File: src/rtl/rtc_ctrl_pkg.sv
package rtc_ctrl_pkg;
  localparam int unsigned DATA_W    = 8;
  localparam int unsigned ADR_CTRL1 = 0;
  localparam int unsigned ADR_CTRL2 = 1;

  // control byte 0 bit positions
  localparam int unsigned C1_TEST = 7;
  localparam int unsigned C1_STOP = 5;
  localparam int unsigned C1_POR  = 3;

  // control byte 1 bit positions
  localparam int unsigned C2_MODE = 4;
  localparam int unsigned C2_AF   = 3;
  localparam int unsigned C2_TF   = 2;
  localparam int unsigned C2_AIE  = 1;
  localparam int unsigned C2_TIE  = 0;

  typedef struct packed {
    logic test_mode;
    logic stop;
    logic por_ovr;
  } ctl1_t;

  typedef struct packed {
    logic pulse_mode;
    logic af;
    logic tf;
    logic aie;
    logic tie;
  } ctl2_t;
endpackage

File: src/rtl/rtc_ctrl_regs.sv
module rtc_ctrl_regs
  import rtc_ctrl_pkg::*;
#(
  parameter int unsigned ADDR_W = 8
) (
  input  logic              clk_i,
  input  logic              rst_ni,
  input  logic [ADDR_W-1:0] addr_i,
  input  logic [DATA_W-1:0] wdata_i,
  input  logic              we_i,
  input  logic              alarm_evt_i,
  input  logic              timer_evt_i,
  output logic [DATA_W-1:0] rdata_o,
  output ctl1_t             ctl1_o,
  output ctl2_t             ctl2_o
);
  localparam logic [ADDR_W-1:0] A1 = ADDR_W'(ADR_CTRL1);
  localparam logic [ADDR_W-1:0] A2 = ADDR_W'(ADR_CTRL2);

  ctl1_t c1_q;
  ctl2_t c2_q;
  logic  hit1, hit2;
  logic  af_keep, tf_keep;
  logic  unused_wbit;

  assign hit1 = we_i && (addr_i == A1);
  assign hit2 = we_i && (addr_i == A2);
  assign unused_wbit = wdata_i[6];

  // a write of 0 clears a flag; a write of 1 or no write keeps it
  assign af_keep = c2_q.af && !(hit2 && !wdata_i[C2_AF]);
  assign tf_keep = c2_q.tf && !(hit2 && !wdata_i[C2_TF]);

  always_ff @(posedge clk_i or negedge rst_ni) begin
    if (!rst_ni) begin
      c1_q <= '{test_mode: 1'b0, stop: 1'b0, por_ovr: 1'b1};
      c2_q <= '0;
    end else begin
      if (hit1) begin
        c1_q.test_mode <= wdata_i[C1_TEST];
        c1_q.stop      <= wdata_i[C1_STOP];
        c1_q.por_ovr   <= wdata_i[C1_POR];
      end
      if (hit2) begin
        c2_q.pulse_mode <= wdata_i[C2_MODE];
        c2_q.aie        <= wdata_i[C2_AIE];
        c2_q.tie        <= wdata_i[C2_TIE];
      end
      c2_q.af <= alarm_evt_i || af_keep;
      c2_q.tf <= timer_evt_i || tf_keep;
    end
  end

  always_comb begin
    rdata_o = '0;
    if (addr_i == A1) begin
      rdata_o[C1_TEST] = c1_q.test_mode;
      rdata_o[C1_STOP] = c1_q.stop;
      rdata_o[C1_POR]  = c1_q.por_ovr;
    end else if (addr_i == A2) begin
      rdata_o[C2_MODE] = c2_q.pulse_mode;
      rdata_o[C2_AF]   = c2_q.af;
      rdata_o[C2_TF]   = c2_q.tf;
      rdata_o[C2_AIE]  = c2_q.aie;
      rdata_o[C2_TIE]  = c2_q.tie;
    end
  end

  assign ctl1_o = c1_q;
  assign ctl2_o = c2_q;
endmodule

File: src/rtl/rtc_prescaler.sv
module rtc_prescaler #(
  parameter int unsigned PRESC_W = 15
) (
  input  logic               clk_i,
  input  logic               rst_ni,
  input  logic               clr_i,
  input  logic               tick_i,
  input  logic               ext_tick_i,
  input  logic               test_mode_i,
  output logic               sec_tick_o,
  output logic               clkout_o,
  output logic [PRESC_W-1:0] cnt_o
);
  logic [PRESC_W-1:0] cnt_q;
  logic               adv;
  logic               clk_q;

  assign adv = test_mode_i ? ext_tick_i : tick_i;

  // divider chain: asynchronously cleared by reset or stop
  always_ff @(posedge clk_i or posedge clr_i) begin
    if (clr_i) cnt_q <= '0;
    else if (adv) cnt_q <= cnt_q + 1'b1;
  end

  // clock output runs from the oscillator tick alone
  always_ff @(posedge clk_i or negedge rst_ni) begin
    if (!rst_ni) clk_q <= 1'b0;
    else if (tick_i) clk_q <= !clk_q;
  end

  assign sec_tick_o = adv && (cnt_q == {PRESC_W{1'b1}});
  assign clkout_o   = clk_q;
  assign cnt_o      = cnt_q;
endmodule

File: src/rtl/rtc_irq_gen.sv
module rtc_irq_gen
  import rtc_ctrl_pkg::*;
#(
  parameter int unsigned PULSE_TICKS = 4
) (
  input  logic  clk_i,
  input  logic  rst_ni,
  input  logic  tick_i,
  input  logic  timer_evt_i,
  input  ctl2_t ctl2_i,
  output logic  irq_no
);
  localparam int unsigned CW = $clog2(PULSE_TICKS + 1);

  logic [CW-1:0] pcnt_q;
  logic          pulse_on;
  logic          alarm_path;
  logic          timer_path;

  always_ff @(posedge clk_i or negedge rst_ni) begin
    if (!rst_ni) pcnt_q <= '0;
    else if (timer_evt_i) pcnt_q <= CW'(PULSE_TICKS);
    else if (tick_i && (pcnt_q != '0)) pcnt_q <= pcnt_q - 1'b1;
  end

  assign pulse_on   = (pcnt_q != '0);
  assign alarm_path = ctl2_i.af && ctl2_i.aie;
  assign timer_path = ctl2_i.tie && (ctl2_i.pulse_mode ? pulse_on : ctl2_i.tf);
  assign irq_no     = !(alarm_path || timer_path);
endmodule

File: src/rtl/rtc_ctrl_irq.sv
module rtc_ctrl_irq
  import rtc_ctrl_pkg::*;
#(
  parameter int unsigned ADDR_W      = 8,
  parameter int unsigned PRESC_W     = 15,
  parameter int unsigned PULSE_TICKS = 4
) (
  input  logic              clk_i,
  input  logic              rst_ni,
  input  logic [ADDR_W-1:0] addr_i,
  input  logic [7:0]        wdata_i,
  input  logic              we_i,
  output logic [7:0]        rdata_o,
  input  logic              alarm_evt_i,
  input  logic              timer_evt_i,
  input  logic              tick_i,
  input  logic              ext_tick_i,
  output logic              irq_no,
  output logic              clkout_o,
  output logic              sec_tick_o,
  output logic              test_mode_o,
  output logic              por_ovr_o
);
  ctl1_t              c1;
  ctl2_t              c2;
  logic               presc_clr;
  logic [PRESC_W-1:0] presc_cnt;

  rtc_ctrl_regs #(.ADDR_W(ADDR_W)) regs_i (
    .clk_i       (clk_i),
    .rst_ni      (rst_ni),
    .addr_i      (addr_i),
    .wdata_i     (wdata_i),
    .we_i        (we_i),
    .alarm_evt_i (alarm_evt_i),
    .timer_evt_i (timer_evt_i),
    .rdata_o     (rdata_o),
    .ctl1_o      (c1),
    .ctl2_o      (c2)
  );

  assign presc_clr = !rst_ni || c1.stop;

  rtc_prescaler #(.PRESC_W(PRESC_W)) presc_i (
    .clk_i       (clk_i),
    .rst_ni      (rst_ni),
    .clr_i       (presc_clr),
    .tick_i      (tick_i),
    .ext_tick_i  (ext_tick_i),
    .test_mode_i (c1.test_mode),
    .sec_tick_o  (sec_tick_o),
    .clkout_o    (clkout_o),
    .cnt_o       (presc_cnt)
  );

  rtc_irq_gen #(.PULSE_TICKS(PULSE_TICKS)) irq_i (
    .clk_i       (clk_i),
    .rst_ni      (rst_ni),
    .tick_i      (tick_i),
    .timer_evt_i (timer_evt_i),
    .ctl2_i      (c2),
    .irq_no      (irq_no)
  );

  assign test_mode_o = c1.test_mode;
  assign por_ovr_o   = c1.por_ovr;
endmodule

File: config.mk
export PLATFORM = sky130hd
export DESIGN_NAME = rtc_ctrl_irq
export DESIGN_NICKNAME = d
export VERILOG_FILES = /design/src/rtl/rtc_ctrl_pkg.sv /design/src/rtl/rtc_ctrl_regs.sv /design/src/rtl/rtc_prescaler.sv /design/src/rtl/rtc_irq_gen.sv /design/src/rtl/rtc_ctrl_irq.sv
export SDC_FILE = /design/constraint.sdc
export NUM_CORES = 1
export LEC_CHECK = 0
export ABC_AREA = 1
export BUFFER_PORTS_ARGS = -buffer_cell sky130_fd_sc_hd__buf_4
export CORE_ASPECT_RATIO = 1.5
export CORE_MARGIN = 3
export CORE_UTILIZATION = 56
export DETAILED_ROUTE_END_ITERATION = 10
export PLACE_DENSITY_LB_ADDON = 0.25
export SYNTH_ARGS = -nofsm -noshare
export SYNTH_HDL_FRONTEND = slang
export SYNTH_SLANG_ARGS = --single-unit
File: constraint.sdc
create_clock -name clk_i -period 2.3 [get_ports clk_i]
set_clock_uncertainty 0.1 [all_clocks]
set_input_delay 0 -clock clk_i [delete_from_list [all_inputs] [get_ports clk_i]]
set_output_delay 0 -clock clk_i [all_outputs]
set_load 0.02 [all_outputs]
==> results.toml, run 1 <==
[floorplan]
die-area_um2 = 3286
die_h_um = 68.73
io_pins = 36
die_w_um = 47.82
initial_core_util = 0.5929
core-area_um2 = 2477
row_count = 22

[sta]
finalHoldViolations = 0
setup_viol = 0
maxSlewHeadroom = 0.6478
period_share = 0.8454
worst_slew_pin_slew_ns = 0.5265
whs_ns = 0.03785
max_freq_mhz = 514.3
fin_setup_tns_ns = 0
rsz0062_at_grt = "no"
min_period_ns = 1.944
slew_viol_final = 0
finalWorstSetupSlack_ns = 0.3557

[power]
ir_drop_v = 0.0004206
leakagePower_nw = 1.008
power_density_nw_per_um2 = 619.8
power_mw = 1.260

[cts]
worstSkewPairLatency_ns = 0.34
numCtsBuffers = 3
tritoncts = "built"
holdBufCountCts = 26
cts_setup_buffers = 0
cts_sinks = 27
ctsLongestPathBuffers = 2
root_buffer = "clkbuf_4"
cts-htree-levels = 1
cts.repair.resized = 0
clkTransAtPathRegs_ns = 0.16

[worst_hold_path]
hp-class = "in -> async"

[synth]
ys_ff_latch = 27
synth_edf_count = 0
yosys.area_share.xor_xnor = 0.04770
netlist_instances = 191
synth_most_common_cell = "nand2_1"
mappedNetlistArea_um2 = 1469
synth_cell_types = 27
synthFlopType = "dfrtp_1"
synth_compound_area_frac = 0.04685
yosys.area.top_type_share = 0.4429
yosysWarnings = 0
synthSimpleGateAreaFrac = 0.3271
yosys.area_share.adder = 0.02555
muxShareOfSynthArea = 0
synth_largest_area_cell = "dfrtp_1"
synth_nets = 217
avgSynthCellArea_um2 = 7.691
ys_top_cells_by_count = "53 x nand2_1, 31 x inv_1, 26 x dfrtp_1"
synth_area_leaders = "dfrtp_1 44%, nand2_1 14%, inv_1 7.9%"
seq_area_frac_synth = 0.4608
ys_async_sr_fraction = 1.000
synth_top_family_by_area = "simple AND/OR/NAND/NOR gates"

[run_status]
outcome = "finished, final reports clean"

[routing]
via_per_inst = 5.300
drc_errors = 0
wire_per_inst_um = 14.19
routed_wl_mm = 3.931
ant_nets = 0
first_pass_iters = 4
vias = 1468
drtIter0Drc = 79

[worst_setup_path]
crit_path_end_kind = "output pin"
r2r-end = "presc_i.cnt_o[12]"
cp-start-kind = "flop"
rr_startpoint = "presc_i.cnt_o[0]"
cp_data_arrival_time_ns = 1.84
reg2reg_depth = 8
regToRegSetupSlack_ns = 0.71
crit_fanout = 4
crit_type = "reg -> out"
cp.required_ns = 2.20

[finish]
finalNonFillerCells = 277
final_nets = 280
drive_above_1_share = 0.1937
nFillCells = 121
synthToLayoutAreaGrowth_pct = 38.42
diodes = 0

[place]
place_ws_ns = 0.7531
place.gp.congestion = 0.7879
port_buffers = 33
dp.cells = 247
place_hpwl_mm = 2.535

[grt]
grt_overflow_total = 0
grt_max_degree = 17
top_usage_layer = "met2"
met1_usage = 0.2914
use_met2 = 0.5414
grtUsageTotal = 0.2784
grt_pass1_vias = 1571
antenna_found_initial = 0
use_met3 = 0.03377
grt_pass1_wl_mm = 6.582

[job]
cap_viol_max_count = 0
layout by cell type, fill, tap and decap left out:
| cell type | count |
|---|---|
| nand4_1 | 3 |
| nand2_1 | 53 |
| nor2_8 | 1 |
| clkinvlp_4 | 1 |
| nand2_4 | 1 |
| nor2_2 | 1 |
| dfrtp_1 | 26 |
| inv_2 | 1 |
| xor2_1 | 4 |
| nor3_2 | 1 |
| o21ai_1 | 2 |
| nor3_1 | 3 |
| a21oi_1 | 4 |
| buf_4 | 34 |
| nand3_1 | 15 |
| nor2_4 | 2 |
| dlygate4sd3_1 | 26 |
| o21ai_0 | 3 |
| inv_1 | 31 |
| dfstp_2 | 1 |
| ha_1 | 3 |
| a211oi_1 | 1 |
| o21ai_2 | 1 |
| nand2_2 | 2 |
| clkbuf_4 | 3 |
| a22oi_1 | 1 |
| nor2_1 | 24 |
| conb_1 | 1 |
| xnor2_1 | 4 |
metal layers:
metal,vias up,share of wire
met1,681,0.36
met5,-,0
met3,10,0.049
li1,709,-
met2,68,0.57
met4,0,0.018
flip-flops by register name, indices dropped and copies added, names as in the netlist:
register	count
presc_i.cnt_o	15
regs_i.ctl2_o	5
irq_i.pcnt_q	3
regs_i.ctl1_o	3
presc_i.clkout_o	1
critical path, stage by stage, from the launching register on:
cell,delay [ns]
dfrtp_1,0.42
ha_1,0.19
nand2_1,0.08
nor2_1,0.22
nand3_1,0.21
nor3_1,0.21
buf_4,0.18
report_power, final:
| group | internal [mW] | switching [mW] | total (mW) |
|---|---|---|---|
| Sequential | 0.572 | 0.0892 | 0.661 |
| Combinational | 0.166 | 0.217 | 0.383 |
| Clock | 0.0665 | 0.150 | 0.216 |
| Total | 0.804 | 0.456 | 1.26 |
kinds of logic after synthesis:
group                      after synthesis
adders and majority gates                3
other                                    1
xor gates and xnor gates                 8
buffers and inverters                   34
AOI/OAI and AO/OA                       12
DFF                                     27
and+or+nand+nor                        106
layout make-up:
class | count | area (um2) | area share
clock buffer | 3 | 22.52 | 0.01108
multi-input combinational | 130 | 660.6 | 0.3249
sequential | 27 | 676.9 | 0.3329
timing repair buffer | 60 | 515.5 | 0.2535
clock inverter | 1 | 7.507 | 0.003692
inverter | 32 | 120.1 | 0.05908
tap | 24 | 30.03 | 0.01477
stage by stage:
step | area (um2) | utilization
2_1_floorplan | 1469 | -
3_3_place_gp | 1743 | 0.7035
3_5_place_dp | 1743 | 0.7035
4_1_cts | 2033 | 0.8207
5_1_grt | 2033 | 0.8207
6_report | 2033 | 0.8207
worst max-delay path by stage:
stage / end / start / depth (start not counted) / slack (ns)
2_1_floorplan: sec_tick_o / presc_i.cnt_o[0] / 5 / 0.81
3_3_place_gp: presc_i.cnt_o[12] / presc_i.cnt_o[0] / 8 / 0.85
3_5_place_dp: presc_i.cnt_o[12] / presc_i.cnt_o[0] / 8 / 0.75
4_1_cts: sec_tick_o / presc_i.cnt_o[0] / 6 / 0.35
5_1_grt: sec_tick_o / presc_i.cnt_o[0] / 6 / 0.18
6_report: sec_tick_o / presc_i.cnt_o[0] / 6 / 0.36
No activity file was read; power rests on OpenSTA's default activity.
==> run 2: changes to the inputs <==
--- a/config.mk
+++ b/config.mk
@@ -9,7 +9,7 @@
 export BUFFER_PORTS_ARGS = -buffer_cell sky130_fd_sc_hd__buf_4
 export CORE_ASPECT_RATIO = 1.5
 export CORE_MARGIN = 3
-export CORE_UTILIZATION = 56
+export CORE_UTILIZATION = 52
 export DETAILED_ROUTE_END_ITERATION = 10
 export PLACE_DENSITY_LB_ADDON = 0.25
 export SYNTH_ARGS = -nofsm -noshare
==> constraint.sdc (replaced) <==
create_clock -name clk_i -period 1.9 [get_ports clk_i]
set_clock_uncertainty 0.1 [all_clocks]
set_input_delay 0 -clock clk_i [delete_from_list [all_inputs] [get_ports clk_i]]
set_output_delay 0 -clock clk_i [all_outputs]
set_load 0.02 [all_outputs]
==> results.toml, run 2 (synthesized netlist as in run 1, its figures left out) <==
[finish]
drive_above_1_share = 0.2008
mostFrequentLayoutCells = "53 x nand2_1, 34 x buf_4, 31 x inv_1"
nFillCells = 187
final_nets = 276
finalNonFillerCells = 286
largest_reg_flops = 15
mostFrequentLayoutCell = "nand2_1"
synthToLayoutAreaGrowth_pct = 38.08
diodes = 0

[grt]
grt_overflow_total = 0
antenna_found_initial = 0
grt_pass1_vias = 1530
top_usage_layer = "met2"
grt_pass1_wl_mm = 6.679
met1_usage = 0.2277
use_met2 = 0.5000
use_met3 = 0.03579
grtUsageTotal = 0.2521
grt_max_degree = 16

[cts]
cts_setup_buffers = 0
tritoncts = "built"
cts_sinks = 27
root_buffer = "clkbuf_8"
ctsLongestPathBuffers = 2
worstSkewPairLatency_ns = 0.28
cts-htree-levels = 1
clkTransAtPathRegs_ns = 0.10
numCtsBuffers = 3

[routing]
drc_errors = 0
wire_per_inst_um = 14.82
ant_nets = 0
routed_wl_mm = 4.239
first_pass_iters = 4
drtIter0Drc = 40
vias = 1504
via_per_inst = 5.259

[worst_setup_path]
cp-start-kind = "primary input"
crit_path_end_kind = "flop"
cp.required_ns = 1.96
cp_data_arrival_time_ns = 1.91
crit_fanout = 1
crit_type = "in -> reg"

[sta]
min_period_ns = 1.847
whs_ns = 0.005989
period_share = 0.9720
rsz0062_at_grt = "no"
setup_viol = 0
maxSlewHeadroom = 0.6374
finalHoldViolations = 0
worst_slew_pin_slew_ns = 0.5421
fin_setup_tns_ns = 0
max_freq_mhz = 541.5
slew_viol_final = 0

[worst_hold_path]
hp-class = "in -> reg"

[floorplan]
row_count = 23
die_w_um = 49.40
die_h_um = 71.10
core-area_um2 = 2676
io_pins = 36
die-area_um2 = 3512
initial_core_util = 0.5489

[place]
port_buffers = 33
dp.cells = 260
place_hpwl_mm = 2.462
place.gp.congestion = 0.8229

[power]
power_mw = 1.590
ir_drop_v = 0.0006486
leakagePower_nw = 0.9954
power_density_nw_per_um2 = 784.1

[job]
cap_viol_max_count = 0

[run_status]
outcome = "finished, final reports clean"
-- run 2: changes by cell type in the layout (fill, tap and decap cells not counted) --
cell           delta
nor2_1            -1
clkinvlp_4        -1
dlygate4sd3_1     -4
nor2_2            +1
clkbuf_8          +3
clkinv_2          +1
clkbuf_4          -3
-- run 2: layout make-up --
type / count / area (um2) / share of cell area
Clock buffer: 3 / 41.29 / 0.02036
Sequential cell: 27 / 676.9 / 0.3337
Timing Repair Buffer: 56 / 475.5 / 0.2344
Inverter: 32 / 120.1 / 0.05922
Multi-Input combinational cell: 130 / 663.1 / 0.3270
Clock inverter: 1 / 5.005 / 0.002468
Tap cell: 37 / 46.29 / 0.02283
-- run 2: metal layers --
layer | vias to the layer above | share of wire
met5 | - | 0
li1 | 701 | -
met2 | 71 | 0.56
met3 | 31 | 0.041
met4 | 0 | 0.054
met1 | 701 | 0.35
-- run 2: what timing repair did --
action | CTS | global route
hold endpoints to repair | 39 | 0
resized for setup | 0 | 1
hold buffers | 22 | 0
endpoints found under the setup margin | 0 | 1
-- run 2: worst paths after layout --
kind,startpoint,endpoint,slack (ns),cells past startpoint
max in group asynchronous,rst_ni,presc_i.clkout_o,0.63,3
worst max-delay path,wdata_i[4],regs_i.ctl2_o[4],0.05,6
min in group asynchronous,rst_ni,regs_i.ctl1_o[0],0.12,2
worst min-delay path,ext_tick_i,presc_i.cnt_o[1],0.006,5
worst min register to register,regs_i.ctl1_o[1],presc_i.cnt_o[8],0.27,2
worst max register to register,irq_i.pcnt_q[0],irq_i.pcnt_q[0],0.23,7
-- run 2: power breakdown --
| part | switching (mW) | internal [mW] |
|---|---|---|
| registers | 0.106 | 0.693 |
| clock network | 0.190 | 0.148 |
| logic | 0.258 | 0.195 |
-- run 2: through the flow --
stage | util | area, um2 | setup slack (ns)
final | 0.7578 | 2028 | 0.05322
after detailed placement | 0.6573 | 1759 | 0.3964
after floorplan | - | 1469 | 0.4089
after CTS | 0.7569 | 2026 | 0.07278
after global routing | 0.7578 | 2028 | 0.03940
after global placement | 0.6573 | 1759 | 0.4539
-- run 2: critical path, cell delays in order --
cell	delay, ns
dlygate4sd3_1	0.53
buf_4	0.13
nand3_1	0.07
dlygate4sd3_1	0.55
nand2_1	0.05
dlygate4sd3_1	0.57
==> run 3: changes to the inputs <==
--- a/config.mk
+++ b/config.mk
@@ -9,7 +9,7 @@
 export BUFFER_PORTS_ARGS = -buffer_cell sky130_fd_sc_hd__buf_4
 export CORE_ASPECT_RATIO = 1.5
 export CORE_MARGIN = 3
-export CORE_UTILIZATION = 52
+export CORE_UTILIZATION = 40
 export DETAILED_ROUTE_END_ITERATION = 10
 export PLACE_DENSITY_LB_ADDON = 0.25
 export SYNTH_ARGS = -nofsm -noshare
==> results.toml, run 3 (synthesized netlist as in run 1, its figures left out) <==
[run_status]
outcome = "finished, final reports clean"

[routing]
met3_length_um = 196
drt-met1-wl_mm = 1.216
wl_met2_mm = 1.693
wire_per_inst_um = 10.87
routed_wl_mm = 3.163
first_pass_iters = 4
drtIter0Drc = 31
ant_nets = 0
via_per_inst = 4.588
vias = 1335
drc_errors = 0
highest_layer = "met4"

[grt]
grt_max_degree = 17
grt_overflow_total = 0
grt_pass1_wl_mm = 5.733
grt_pass1_vias = 1372
grtUsageTotal = 0.1627
antenna_found_initial = 0

[worst_setup_path]
crit_fanout = 1
r2r-end = "presc_i.cnt_o[12]"
crit_path_end_kind = "flop"
path_delay_family = "buffers and inverters"
slowest_stage = "dlygate4sd3_1"
cp_common_cell = "dlygate4sd3_1"
crit_type = "in -> reg"
crit_buf_inv = 4
cp.required_ns = 1.97
cp-start-kind = "primary input"
cpPeakStageDelay_ns = 0.55
cp_data_arrival_time_ns = 1.89
reg2reg_depth = 8
regToRegSetupSlack_ns = 0.36
rr_startpoint = "presc_i.cnt_o[0]"
crit_chain = "dlygate4sd3_1 > buf_4 > nand3_1 > dlygate4sd3_1 > nand2_1 > dlygate4sd3_1"

[power]
power_density_nw_per_um2 = 771.2
p_int_mw = 1.039
switching_share = 0.3412
leakagePower_nw = 0.9920
pwr-share-clk = 0.218
power.switching_mw = 0.5379
ir_drop_v = 0.0005876
seqPwrFrac = 0.504
power_mw = 1.577
p_comb_frac = 0.279

[sta]
min_period_ns = 1.822
finalHoldViolations = 0
period_share = 0.9588
maxSlewHeadroom = 0.6528
rsz0062_at_grt = "no"
max_freq_mhz = 549.0
setup_viol = 0
fin_setup_tns_ns = 0
slew_viol_final = 0
worst_slew_pin_slew_ns = 0.5191

[floorplan]
die-area_um2 = 4451
initial_core_util = 0.4220
die_h_um = 80.22
core-area_um2 = 3481
row_count = 26
die_w_um = 55.48
io_pins = 36

[cts]
worstSkewPairLatency_ns = 0.28
ctsLongestPathBuffers = 2
cts_sinks = 27
root_buffer = "clkbuf_8"
numCtsBuffers = 3
cts-htree-levels = 1
clkTransAtPathRegs_ns = 0.10
tritoncts = "built"
cts_setup_buffers = 0

[finish]
largest_reg_flops = 15
final_nets = 276
diodes = 0
mostFrequentLayoutCell = "nand2_1"
mostFrequentLayoutCells = "53 x nand2_1, 34 x buf_4, 31 x inv_1"
synthToLayoutAreaGrowth_pct = 39.18
drive_above_1_share = 0.2048

[worst_hold_path]
hold_end = "presc_i.cnt_o[1]"
worstHoldStart = "ext_tick_i"
hp-class = "in -> reg"
whs_path_depth = 5

[place]
place.gp.congestion = 0.7304
port_buffers = 33
place_hpwl_mm = 2.307

[job]
cap_viol_max_count = 0
==> run 3: cell type report <==
class                      count  area, um2
inverter                      32      120.1
tap                           42      52.55
fill                         320       1436
clock inverter                 1      7.507
sequential                    27      676.9
multi-input combinational    130      670.6
clock buffer                   3      41.29
timing repair buffer          56      475.5
==> run 3: through the flow <==
stage | cells | utilization | hold WS [ns] | cell area [um2] | setup WS, ns
after CTS | 291 | 0.5845 | 0.002800 | 2034 | 0.05708
final | 291 | 0.5873 | 0.01302 | 2044 | 0.07835
after global routing | 291 | 0.5873 | 0.03493 | 2044 | 0.01769
after floorplan | 191 | - | -0.3956 | 1469 | 0.4089
after detailed placement | 265 | 0.5072 | -0.2480 | 1765 | 0.3977
after global placement | 265 | 0.5072 | -0.2476 | 1765 | 0.4048
==> run 3: worst max-delay path by stage <==
stage / to / start / cells after the start
3_3_place_gp: sec_tick_o / presc_i.cnt_o[0] / 6
4_1_cts: sec_tick_o / presc_i.cnt_o[0] / 6
3_5_place_dp: sec_tick_o / presc_i.cnt_o[0] / 6
2_1_floorplan: sec_tick_o / presc_i.cnt_o[0] / 5
6_report: regs_i.ctl2_o[1] / wdata_i[1] / 6
5_1_grt: sec_tick_o / presc_i.cnt_o[0] / 6
==> run 3: timing repair <==
action,CTS,global route
resized for setup,0,2
hold buffers,22,0
endpoints found under the setup margin,0,1
endpoints found under the hold margin,39,0
==> run 3: power by group through the flow <==
stage | logic [mW] | clock network (mW) | registers (mW)
5_1_grt | 0.510 | 0.380 | 0.816
3_5_place_dp | 0.417 | 0 | 0.807
6_report | 0.439 | 0.343 | 0.794
3_3_place_gp | 0.400 | 0 | 0.806
4_1_cts | 0.443 | 0.351 | 0.798
2_1_floorplan | 0.284 | 0 | 0.801
==> run 3: metal layers <==
metal,up-vias,global-route usage
met5,-,0
met4,0,0.06569
met3,5,0.04019
met2,36,0.3069
met1,591,0.1697
li1,703,-
==> run 3: worst min-delay path, delay by kind of cell <==
kind	cells	cell delay [ns]
AND/OR/NAND/NOR	3	0.17
AO/OA/AOI/OAI	1	0.12
buffers and inverters	1	0.08
